File: src/rtl/act_mon_pkg.sv
package act_mon_pkg;
    localparam int AM_N_IN   = 17;
    localparam int AM_GRP_W  = 4;
    localparam int AM_ADDR_W = 6;
    localparam int AM_SYNC   = 2;
    localparam int AM_N_GRP  = (AM_N_IN + AM_GRP_W - 1) / AM_GRP_W;
    localparam int AM_GIDX_W = (AM_N_GRP > 1) ? $clog2(AM_N_GRP) : 1;
    localparam logic [AM_ADDR_W-1:0] AM_BASE = 6'h21;

    typedef enum logic [1:0] {
        ACT_NONE = 2'd0,
        ACT_ONE  = 2'd1,
        ACT_TWO  = 2'd2
    } act_cnt_e;

    typedef struct packed {
        logic                 hit;
        logic [AM_GIDX_W-1:0] grp;
    } rd_sel_t;

    function automatic act_cnt_e cnt_step(act_cnt_e c, logic edge_seen);
        if (!edge_seen)      return c;
        else if (c == ACT_NONE) return ACT_ONE;
        else                 return ACT_TWO;
    endfunction
endpackage

File: src/rtl/act_sync.sv
module act_sync #(
    parameter int W      = 1,
    parameter int STAGES = 2
) (
    input  logic         clk,
    input  logic         rst,
    input  logic [W-1:0] d,
    output logic [W-1:0] q
);
    logic [W-1:0] pipe [STAGES];

    always_ff @(posedge clk) begin
        if (rst) begin
            for (int i = 0; i < STAGES; i++) pipe[i] <= '0;
        end else begin
            pipe[0] <= d;
            for (int i = 1; i < STAGES; i++) pipe[i] <= pipe[i-1];
        end
    end

    assign q = pipe[STAGES-1];
endmodule

File: src/rtl/act_detect.sv
module act_detect
    import act_mon_pkg::*;
#(
    parameter int N = AM_N_IN
) (
    input  logic         clk,
    input  logic         rst,
    input  logic [N-1:0] lvl,
    input  logic         sample,
    output logic [N-1:0] quiet
);
    logic [N-1:0] lvl_prev;

    always_ff @(posedge clk) begin
        if (rst) lvl_prev <= '0;
        else     lvl_prev <= lvl;
    end

    for (genvar g = 0; g < N; g++) begin : g_chan
        act_cnt_e cnt;
        act_cnt_e cnt_nxt;
        assign cnt_nxt  = cnt_step(cnt, lvl[g] ^ lvl_prev[g]);
        assign quiet[g] = (cnt_nxt != ACT_TWO);
        always_ff @(posedge clk) begin
            if (rst || sample) cnt <= ACT_NONE;
            else               cnt <= cnt_nxt;
        end
    end
endmodule

File: src/rtl/act_status.sv
module act_status
    import act_mon_pkg::*;
#(
    parameter int                 N    = AM_N_IN,
    parameter int                 GW   = AM_GRP_W,
    parameter int                 NG   = AM_N_GRP,
    parameter int                 AW   = AM_ADDR_W,
    parameter logic [AW-1:0]      BASE = AM_BASE
) (
    input  logic          clk,
    input  logic          rst,
    input  logic          sample,
    input  logic [N-1:0]  quiet,
    input  logic          rd_act,
    input  logic [AW-1:0] addr,
    output logic [N-1:0]  status,
    output logic [NG-1:0] pend,
    output logic          strike,
    output rd_sel_t       sel,
    output logic [GW-1:0] rdata
);
    localparam int PADW = NG * GW;

    logic [PADW-1:0] cur_pad, new_pad;
    logic [NG-1:0]   chg;
    logic            rd_q;

    always_comb begin
        cur_pad = '0;
        new_pad = '0;
        cur_pad[N-1:0] = status;
        new_pad[N-1:0] = quiet;
    end

    always_comb begin
        sel = '0;
        for (int g = 0; g < NG; g++) begin
            if (addr == BASE + AW'(g)) begin
                sel.hit = 1'b1;
                sel.grp = AM_GIDX_W'(g);
            end
        end
    end

    always_ff @(posedge clk) begin
        if (rst) rd_q <= 1'b0;
        else     rd_q <= rd_act;
    end
    assign strike = rd_act & ~rd_q;

    always_ff @(posedge clk) begin
        if (rst)         status <= '1;
        else if (sample) status <= quiet;
    end

    for (genvar g = 0; g < NG; g++) begin : g_grp
        assign chg[g] = sample && (new_pad[g*GW +: GW] != cur_pad[g*GW +: GW]);
        always_ff @(posedge clk) begin
            if (rst)
                pend[g] <= 1'b0;
            else if (chg[g])
                pend[g] <= 1'b1;
            else if (strike && sel.hit && sel.grp == AM_GIDX_W'(g))
                pend[g] <= 1'b0;
        end
    end

    always_comb begin
        rdata = '0;
        for (int g = 0; g < NG; g++) begin
            if (rd_act && sel.hit && sel.grp == AM_GIDX_W'(g))
                rdata = cur_pad[g*GW +: GW];
        end
    end
endmodule

File: src/rtl/act_monitor.sv
module act_monitor
    import act_mon_pkg::*;
(
    input  logic                 clk,
    input  logic                 rst,
    input  logic [AM_N_IN-1:0]   act_in,
    input  logic                 mon_clk_in,
    input  logic                 cs_n,
    input  logic                 rd_n,
    input  logic [AM_ADDR_W-1:0] addr,
    output logic [AM_GRP_W-1:0]  rdata,
    output logic                 irq_n
);
    logic [AM_N_IN-1:0]  lvl_s;
    logic [AM_N_IN-1:0]  quiet;
    logic [AM_N_IN-1:0]  status;
    logic [AM_N_GRP-1:0] pend;
    logic                mon_s, mon_prev, mon_tick;
    logic                rd_strike;
    rd_sel_t             rd_sel;

    act_sync #(.W(AM_N_IN), .STAGES(AM_SYNC)) u_sync_in (
        .clk(clk), .rst(rst), .d(act_in), .q(lvl_s)
    );

    act_sync #(.W(1), .STAGES(AM_SYNC)) u_sync_mon (
        .clk(clk), .rst(rst), .d(mon_clk_in), .q(mon_s)
    );

    always_ff @(posedge clk) begin
        if (rst) mon_prev <= 1'b0;
        else     mon_prev <= mon_s;
    end
    assign mon_tick = mon_s & ~mon_prev;

    act_detect #(.N(AM_N_IN)) u_detect (
        .clk(clk), .rst(rst), .lvl(lvl_s), .sample(mon_tick), .quiet(quiet)
    );

    act_status u_status (
        .clk(clk), .rst(rst), .sample(mon_tick), .quiet(quiet),
        .rd_act(~cs_n & ~rd_n), .addr(addr), .status(status), .pend(pend),
        .strike(rd_strike), .sel(rd_sel), .rdata(rdata)
    );

    assign irq_n = ~|pend;
endmodule

File: config.mk
export PLATFORM = sky130hd
export DESIGN_NAME = act_monitor
export DESIGN_NICKNAME = d
export VERILOG_FILES = /design/src/rtl/act_mon_pkg.sv /design/src/rtl/act_sync.sv /design/src/rtl/act_detect.sv /design/src/rtl/act_status.sv /design/src/rtl/act_monitor.sv
export SDC_FILE = /design/constraint.sdc
export NUM_CORES = 1
export LEC_CHECK = 0
export BUFFER_PORTS_ARGS = -buffer_cell sky130_fd_sc_hd__buf_2
export CAP_MARGIN = 20
export CORE_UTILIZATION = 40
export DETAILED_ROUTE_END_ITERATION = 10
export HOLD_SLACK_MARGIN = 0.12
export PLACE_DENSITY = 0.57
export REMOVE_ABC_BUFFERS = 1
export SETUP_SLACK_MARGIN = 0.2
export SLEW_MARGIN = 20
export SYNTH_ARGS = -nofsm -noshare
export SYNTH_HDL_FRONTEND = slang
export SYNTH_SLANG_ARGS = --single-unit
export TNS_END_PERCENT = 30
File: constraint.sdc
create_clock -name clk -period 3.5 [get_ports clk]
set_input_delay 0.175 -clock clk [delete_from_list [all_inputs] [get_ports clk]]
set_output_delay 0.175 -clock clk [all_outputs]
set_load 0.03 [all_outputs]
==> results of run 1 <==
[kinds of logic (layout without fill, tap and decap cells)]
kind of cell,count (synthesis),count (layout)
and+or+nand+nor,130,130
DFF,111,111
AOI/OAI and AO/OA,57,57
muxes,35,35
xor gates and xnor gates,34,34
buffers and inverters,21,75
[power breakdown]
group	leakage [nW]	internal (mW)	switching [mW]
registers	0.907	1.31	0.0293
clock network	0.0894	0.296	0.391
logic	0.846	0.0908	0.0876
total	1.84	1.70	0.508
[per-layer routing]
layer | vias to the layer above | GRT usage, % | routed length, microns
li1 | 1402 | - | -
met1 | 1206 | 16.8 | 3170
met2 | 31 | 22.2 | 2860
met3 | 12 | 2.98 | 194
met4 | 0 | 8.57 | 162
met5 | - | 0 | 0
[metrics by stage]
stage	utilization, %	power, mW	hold slack, ns	cell area (sq um)	std cells
global route	48.0	2.33	0.162	4690	575
CTS	48.0	2.25	0.146	4690	575
finish	48.0	2.20	0.164	4690	575
floorplan	-	1.47	0.244	3970	372
detailed placement	44.1	1.53	0.349	4310	539
global placement	44.1	1.52	0.352	4310	539
[worst max-delay path, stage by stage]
cell           delay (ns)
dlygate4sd3_1        0.54
buf_2                0.13
or3_1                0.46
a211oi_1             0.31
buf_2                0.26
[layout by cell type, fill, tap and decap left out, types with 5 or more instances in the layout]
master         count
a21oi_1           19
nor2_1            55
dfxtp_1          111
o21ai_0            5
nand2b_1           5
inv_1              5
o22a_1            17
dlygate4sd3_1     20
xor2_1            23
clkbuf_8          11
nor2b_1           56
mux2i_1           35
xnor2_1           11
buf_2             32
[state kept, by name, indices dropped and copies added, names as in the netlist]
| register | flops |
|---|---|
| u_sync_mon.pipe | 2 |
| u_status.rd_q | 1 |
| u_sync_in.pipe | 34 |
| u_detect.g_chan.cnt | 34 |
| mon_prev | 1 |
| u_detect.lvl_prev | 17 |
| u_status.status | 17 |
| u_status.pend | 5 |
[area by class of cell]
| class | count | area, sq um |
|---|---|---|
| Fill cell | 967 | 5090 |
| Inverter | 5 | 18.8 |
| Tap cell | 133 | 166 |
| Multi-Input combinational cell | 256 | 1730 |
| Clock buffer | 13 | 159 |
| Clock inverter | 3 | 17.5 |
| Timing Repair Buffer | 54 | 375 |
| Sequential cell | 111 | 2220 |
[final timing paths]
path                                       startpoint               endpoint  cells after the start
worst max-delay path                             rd_n               rdata[0]                      5
worst min-delay path                          addr[2]       u_status.pend[0]                      3
worst max register to register  u_sync_mon.pipe[0][1]       u_status.pend[3]                      3
worst min register to register   u_sync_in.pipe[0][5]  u_sync_in.pipe[0][22]                      1
==> results.cfg, run 1 <==
[worst_setup_path]
arrival_ns = 1.88
worstPathMaxFanout = 7
r2r_slack_ns = 1.90
startpoint_type = input port
crit_type = input port to primary output
crit_required_ns = 3.32
critPathCaptureType = primary output

[clock_tree]
cts_max_level = 3
cts_buffers = 9
clock_latency_ns = 0.36
clockRootBuffer = clkbuf_8
cts_buffer_depth = 2
tritoncts = yes
clk_pin_slew_worst_paths_ns = 0.09
cts_resized = 0
cts_hold_buffers = 20
post_cts_buffers = 0
cts_sinks = 111

[route]
first_pass_iters = 4
routed_via_density = 4.61
drc = 0
wl_per_cell_microns = 11.1
drt_iter0_drc = 87
num_vias = 2651
drt-total-wl_mm = 6.39
drtAntennaViolNets = 0

[sta]
layout_setup_ws_ns = 1.45
setup_violations = 0
timing.fmax_mhz = 487
slew_headroom_pct = 45.6
hold_viol_final = 0
worst_pin_slew_ns = 0.814
timing.final.crit_share_pct = 58.6
setup_tns_ns = 0
finClkSkew_ns = 0.00666
min_period_ns = 2.05
maxSlewViolCount = 0
grt_setup_unrepaired = no

[floorplan]
core_sq_um = 9770
die_area_sq_um = 10500
fp-row-count = 36
fp.dieW_microns = 103
dieHeight_microns = 103
num_io_pins = 33
start_util_pct = 41.3

[synth]
synthMuxAreaShare_pct = 8.67
synth_area_leaders = dfxtp_1, mux2i_1, nor2b_1, nor2_1, xor2_1
synth_compound_area_share_pct = 10.0
yosysWarnings = 0
avgSynthCellArea_sq_um = 10.4
ys_seq_elements = 111
ys_types = 30
async_reset_ff_share_pct = 0
synth-simple-area-share_pct = 16.7
synth_largest_area_cell = dfxtp_1
yosys_most_used_dff = dfxtp_1
synthCells = 388
syn_area_sq_um = 4040
synthXorXnorAreaFrac_pct = 7.37
synth_top_family_by_area = simple AND/OR/NAND/NOR gates
post_synth_fa_ha_maj_area_fraction_pct = 0
synth_top_area_share_pct = 55.0
synth_most_common_cell = dfxtp_1
ys_top_cells_by_count = dfxtp_1, nor2b_1, nor2_1
seq_area_frac_synth_pct = 55.0
synth_edf_count = 0

[layout]
syn_to_final_growth_pct = 16.0
final_nets = 465
drive_above_1_share_pct = 11.3
diodes = 0

[placed_design]
port_buffers = 32
place_congestion = 0.755
place_ws_ns = 1.53
dpl.hpwl_mm = 4.04

[run]
cap_violations = 0

[global_routing]
grtUsageTotal_pct = 13.8
grt_pass1_wl_mm = 11.0
antenna_found_initial = 0
grt-ovfl-total = 0
grt_pass1_vias = 2494
grt_max_degree = 58

[power_and_ir_drop]
power_density_nw_per_um2 = 470
leakage_nw = 1.84
vdd_drop_max_v = 0.000175

[worst_hold_path]
min_path_type = input port to flop

[outcome]
status = finished clean
No activity file was read; power rests on OpenSTA's default activity.
==> run 2: changes to the inputs <==
--- a/config.mk
+++ b/config.mk
@@ -5,12 +5,13 @@
 export SDC_FILE = /design/constraint.sdc
 export NUM_CORES = 1
 export LEC_CHECK = 0
+export ABC_AREA = 1
 export BUFFER_PORTS_ARGS = -buffer_cell sky130_fd_sc_hd__buf_2
 export CAP_MARGIN = 20
 export CORE_UTILIZATION = 40
 export DETAILED_ROUTE_END_ITERATION = 10
 export HOLD_SLACK_MARGIN = 0.12
-export PLACE_DENSITY = 0.57
+export PLACE_DENSITY = 0.59
 export REMOVE_ABC_BUFFERS = 1
 export SETUP_SLACK_MARGIN = 0.2
 export SLEW_MARGIN = 20
==> constraint.sdc (replaced) <==
create_clock -name clk -period 1.8 [get_ports clk]
set_input_delay 0.09 -clock clk [delete_from_list [all_inputs] [get_ports clk]]
set_output_delay 0.09 -clock clk [all_outputs]
set_load 0.03 [all_outputs]
==> results.cfg, run 2 <==
[outcome]
status = finished clean

[sta]
finClkSkew_ns = 0.00532
setup_tns_ns = 0
setup_violations = 0
maxSlewViolCount = 0
worst_pin_slew_ns = 0.399
grt_setup_unrepaired = yes
timing.fmax_mhz = 684
layout_setup_ws_ns = 0.338
min_period_ns = 1.46
hold_viol_final = 0
slew_headroom_pct = 73.4
timing.final.crit_share_pct = 81.2

[worst_setup_path]
worstPathMaxFanout = 5
critPathCaptureType = primary output
critical_path.cell_chain = buf_2 > inv_1 > nand2_1 > nor2_4 > nand2_1 > nor2_1 > a21oi_1 > nand3_1 > nand2_1 > inv_1 > buf_2
crit_family = simple AND/OR/NAND/NOR gates
crit_type = input port to primary output
max_stage_delay_ns = 0.27
arrival_ns = 1.37
worst-path-buf-inv = 4
cpMostUsedCell = nand2_1
crit_required_ns = 1.71
cp_slowest_cell = nor2_1
startpoint_type = input port

[placed_design]
place_ws_ns = 0.310
place_congestion = 0.816
port_buffers = 32
postPlaceCellArea_sq_um = 4950
dpl.hpwl_mm = 6.37

[route]
drt_iter0_drc = 149
routed_via_density = 4.47
first_pass_iters = 4
drtAntennaViolNets = 0
drc = 0
wl_per_cell_microns = 10.1
num_vias = 3814
drt-total-wl_mm = 8.65

[floorplan]
fp.dieW_microns = 110
core_sq_um = 11100
dieHeight_microns = 110
fp-row-count = 38
die_area_sq_um = 12000
start_util_pct = 41.9
num_io_pins = 33

[synth]
seq_area_frac_synth_pct = 47.9
synth_area_leaders = dfxtp_1, nand2_1, inv_1, nor2_1, mux2i_1
avgSynthCellArea_sq_um = 7.15
synth_largest_area_cell = dfxtp_1
synth_top_area_share_pct = 47.9
ys_types = 25
synth_edf_count = 0
ys_seq_elements = 111
yosysWarnings = 0
syn_area_sq_um = 4640
yosys_most_used_dff = dfxtp_1
synth_most_common_cell = nand2_1
async_reset_ff_share_pct = 0
synthCells = 649
ys_top_cells_by_count = nand2_1, inv_1, dfxtp_1

[layout]
final_cell_mix = nand2_1, inv_1, dfxtp_1
drive_above_1_share_pct = 10.5
final_cell_area_sq_um = 5490
top_regs = u_detect.g_chan.cnt x34, u_sync_in.pipe x34
final_nets = 737
diodes = 0
syn_to_final_growth_pct = 18.2
layout_commonest_cell = nand2_1
fill_cells = 1100
final_util_pct = 49.5

[power_and_ir_drop]
leakage_nw = 2.72
fin_total_pwr_mw = 5.00
power_density_nw_per_um2 = 912
vdd_drop_max_v = 0.000650

[clock_tree]
cts_buffers = 9
clk_pin_slew_worst_paths_ns = 0.07
clock_latency_ns = 0.35
cts_buffer_depth = 2
cts_sinks = 111
tritoncts = yes
clockRootBuffer = clkbuf_16
cts_max_level = 3

[global_routing]
grt_max_degree = 41
grt_pass1_wl_mm = 14.5
grt_pass1_vias = 3479
grt-ovfl-total = 0
antenna_found_initial = 0
grtUsageTotal_pct = 16.0

[run]
cap_violations = 0

[worst_hold_path]
min_path_type = input port to flop
==> run 2: cell types whose count changed after synthesis, moves of 14 or more <==
cell	previous run	this run
nor2b_1	56	0
nand2_1	3	178
o22a_1	17	0
nand3_1	2	31
mux2i_1	35	21
nor2_1	55	87
xor2_1	23	2
inv_1	5	125
==> run 2: kinds of logic after synthesis <==
family,Yosys count,synth area share [%]
and+or+nand+nor,314,27.9
buffers and inverters,145,12.0
DFF,111,47.9
AOI/OAI and AO/OA,53,6.74
muxes,21,4.53
xor gates and xnor gates,5,0.943
==> run 2: where the power goes <==
part           internal, mW  switching (mW)
registers              2.54          0.0583
logic                 0.183           0.239
clock network          1.11           0.864
==> run 2: final cells by class <==
cell class,instances,area (sq um),share of cell area [%]
sequential,111,2220,40.5
multi-input combinational,393,1860,33.9
inverter,134,503,9.17
timing repair buffer,60,425,7.75
clock buffer,11,243,4.42
tap,140,175,3.19
clock inverter,5,57.6,1.05
==> run 2: what timing repair did <==
action                     4_1_cts  5_1_grt
buffers inserted                 0        2
hold buffers                    22        0
hold endpoints to repair        21        0
resized for setup                0        0
setup endpoints to repair        0       23
==> run 2: path summary, 6_finish.rpt <==
kind / startpoint / end / slack (ns) / cells past startpoint
hold / removal: rd_n / u_status.pend[3] / 0.23 / 7
hold reg to reg: u_sync_in.pipe[0][15] / u_sync_in.pipe[0][32] / 0.40 / 2
setup reg to reg: u_sync_mon.pipe[0][1] / u_detect.g_chan[10].cnt[1] / 0.53 / 6
setup / recovery: addr[3] / rdata[3] / 0.34 / 11
==> run 2: layer usage <==
metal / track usage (%) / wire [microns] / vias to the layer above
met5: 0 / 0 / -
met4: 6.00 / 82 / 0
met3: 4.86 / 317 / 6
li1: - / - / 2071
met1: 17.9 / 4200 / 1697
met2: 28.3 / 4050 / 40
==> run 2: metrics by stage <==
step | std cells | hold WS [ns]
floorplan | 638 | 0.159
global placement | 814 | 0.288
detailed placement | 814 | 0.296
CTS | 852 | 0.213
global route | 854 | 0.239
finish | 854 | 0.225
==> run 2: tightest hold or removal path, cell delays in order <==
cell	delay, ns
buf_2	0.10
nor2_4	0.05
nand2_2	0.10
nor2_4	0.05
nand2_1	0.05
nand3_1	0.06
nand2_1	0.06
==> run 3: changes to the inputs <==
--- a/config.mk
+++ b/config.mk
@@ -11,7 +11,7 @@
 export CORE_UTILIZATION = 40
 export DETAILED_ROUTE_END_ITERATION = 10
 export HOLD_SLACK_MARGIN = 0.12
-export PLACE_DENSITY = 0.59
+export PLACE_DENSITY = 0.57
 export REMOVE_ABC_BUFFERS = 1
 export SETUP_SLACK_MARGIN = 0.2
 export SLEW_MARGIN = 20
==> constraint.sdc (replaced) <==
create_clock -name clk -period 1.5 [get_ports clk]
set_input_delay 0.075 -clock clk [delete_from_list [all_inputs] [get_ports clk]]
set_output_delay 0.075 -clock clk [all_outputs]
set_load 0.03 [all_outputs]
==> results.cfg, run 3 (same netlist as run 2, synthesis figures left out) <==
[outcome]
status = finished clean

[placed_design]
place_ws_ns = 0.112
dpl.hpwl_mm = 6.49
port_buffers = 32
place_congestion = 0.899

[worst_setup_path]
max_stage_delay_ns = 0.32
worstPathMaxFanout = 2
crit_required_ns = 1.42
crit_family = simple AND/OR/NAND/NOR gates
cp_slowest_cell = dfxtp_2
startpoint_type = flop
critical_path.cell_chain = nor3_2 > nor3b_4 > buf_6
arrival_ns = 1.27
worst-path-buf-inv = 1
crit_type = flop to primary output
critPathCaptureType = primary output

[clock_tree]
clk_pin_slew_worst_paths_ns = 0.07
clock_latency_ns = 0.35
tritoncts = yes
cts_max_level = 3
cts_buffer_depth = 2
cts_sinks = 111
clockRootBuffer = clkbuf_16
cts_buffers = 9

[floorplan]
num_io_pins = 33
start_util_pct = 41.9
fp-row-count = 38
core_sq_um = 11100
fp.dieW_microns = 110
dieHeight_microns = 110
die_area_sq_um = 12000

[sta]
maxSlewViolCount = 0
layout_setup_ws_ns = 0.157
timing.fmax_mhz = 745
hold_viol_final = 0
worst_pin_slew_ns = 0.311
min_period_ns = 1.34
slew_headroom_pct = 79.2
timing.final.crit_share_pct = 89.5
finClkSkew_ns = 0.00334
setup_violations = 0
grt_setup_unrepaired = yes
setup_tns_ns = 0

[route]
drtAntennaViolNets = 0
routed_via_density = 4.52
drt-total-wl_mm = 9.14
drt_iter0_drc = 181
wl_per_cell_microns = 10.7
num_vias = 3871
first_pass_iters = 4
drc = 0

[global_routing]
grt-ovfl-total = 0
antenna_found_initial = 0
grtUsageTotal_pct = 16.4
grt_pass1_wl_mm = 15.2
grt_pass1_vias = 3557
grt_max_degree = 29

[layout]
final_cell_mix = nand2_1, inv_1, dfxtp_1
multi_input_area_sq_um = 1950
final_nets = 739
fill_cells = 1118
register_area_sq_um = 2230
drive_above_1_share_pct = 13.4
layout_commonest_cell = nand2_1
top_regs = u_detect.g_chan.cnt x34, u_sync_in.pipe x34
diodes = 0
syn_to_final_growth_pct = 21.7

[worst_hold_path]
min_path_type = input port to flop

[power_and_ir_drop]
power_density_nw_per_um2 = 1060
vdd_drop_max_v = 0.000764
leakage_nw = 2.79

[run]
cap_violations = 0
==> run 3: cell count changes in the layout (fill, tap and decap cells not counted), moves of 4 or more <==
cell	change
nand2_4	+4
inv_1	-4
buf_6	+7
nand2_1	-4
buf_2	-7
nor2_4	+4
==> run 3: metal layers <==
metal  vias up  share of wire (%)  track usage [%]
li1       2074                  -                -
met1      1726                 46             18.8
met2        59                 48             28.3
met3        12                3.8             5.04
met4         0                2.2             6.95
met5         -                  0                0
==> run 3: layout make-up <==
type / instances / area share [%]
multi-input cells: 393 / 34.5
repair buffers: 62 / 8.74
flip-flops and latches: 111 / 39.4
well taps: 140 / 3.10
clock inverters: 4 / 0.797
clock buffers: 12 / 4.36
inverters: 134 / 9.12
==> run 3: final timing paths <==
path                         start  cells past startpoint               endpoint  slack [ns]
max               u_status.pend[1]                      3                  irq_n        0.16
min reg2reg  u_sync_in.pipe[0][11]                      2  u_sync_in.pipe[0][28]        0.40
min                        addr[0]                      6       u_status.pend[4]        0.23
max reg2reg  u_sync_mon.pipe[0][1]                      7     u_status.status[6]        0.27
==> run 3: worst reg2reg max path: stages, from the launching register on <==
cell and delay [ns]:
dfxtp_1 0.31, inv_1 0.05, nor2_2 0.21, nor2_4 0.05
inv_2 0.18, buf_12 0.21, o22ai_1 0.10, inv_1 0.05
==> run 3: power by group <==
| group | total (mW) | internal, mW | switching [mW] |
|---|---|---|---|
| Sequential | 3.13 | 3.05 | 0.0712 |
| Combinational | 0.550 | 0.244 | 0.306 |
| Clock | 2.34 | 1.33 | 1.00 |
| Total | 6.01 | 4.63 | 1.38 |
==> run 3: metrics by stage <==
| step | instances | power [mW] | util [%] | instance area [sq um] | hold slack [ns] |
|---|---|---|---|---|---|
| after floorplan | 638 | 3.50 | - | 4590 | 0.144 |
| after global placement | 815 | 3.64 | 44.9 | 4970 | 0.272 |
| after detailed placement | 815 | 3.67 | 44.9 | 4970 | 0.283 |
| after CTS | 852 | 6.09 | 49.7 | 5510 | 0.211 |
| after global routing | 856 | 6.31 | 51.0 | 5650 | 0.309 |
| final | 856 | 6.01 | 51.0 | 5650 | 0.232 |
==> run 3: timing repair <==
action / in CTS / in global routing
pin swaps: 1 / 11
setup endpoints to repair: 5 / 13
hold buffers: 21 / 0
resized for setup: 10 / 36
hold endpoints to repair: 21 / 0
buffers inserted: 0 / 4
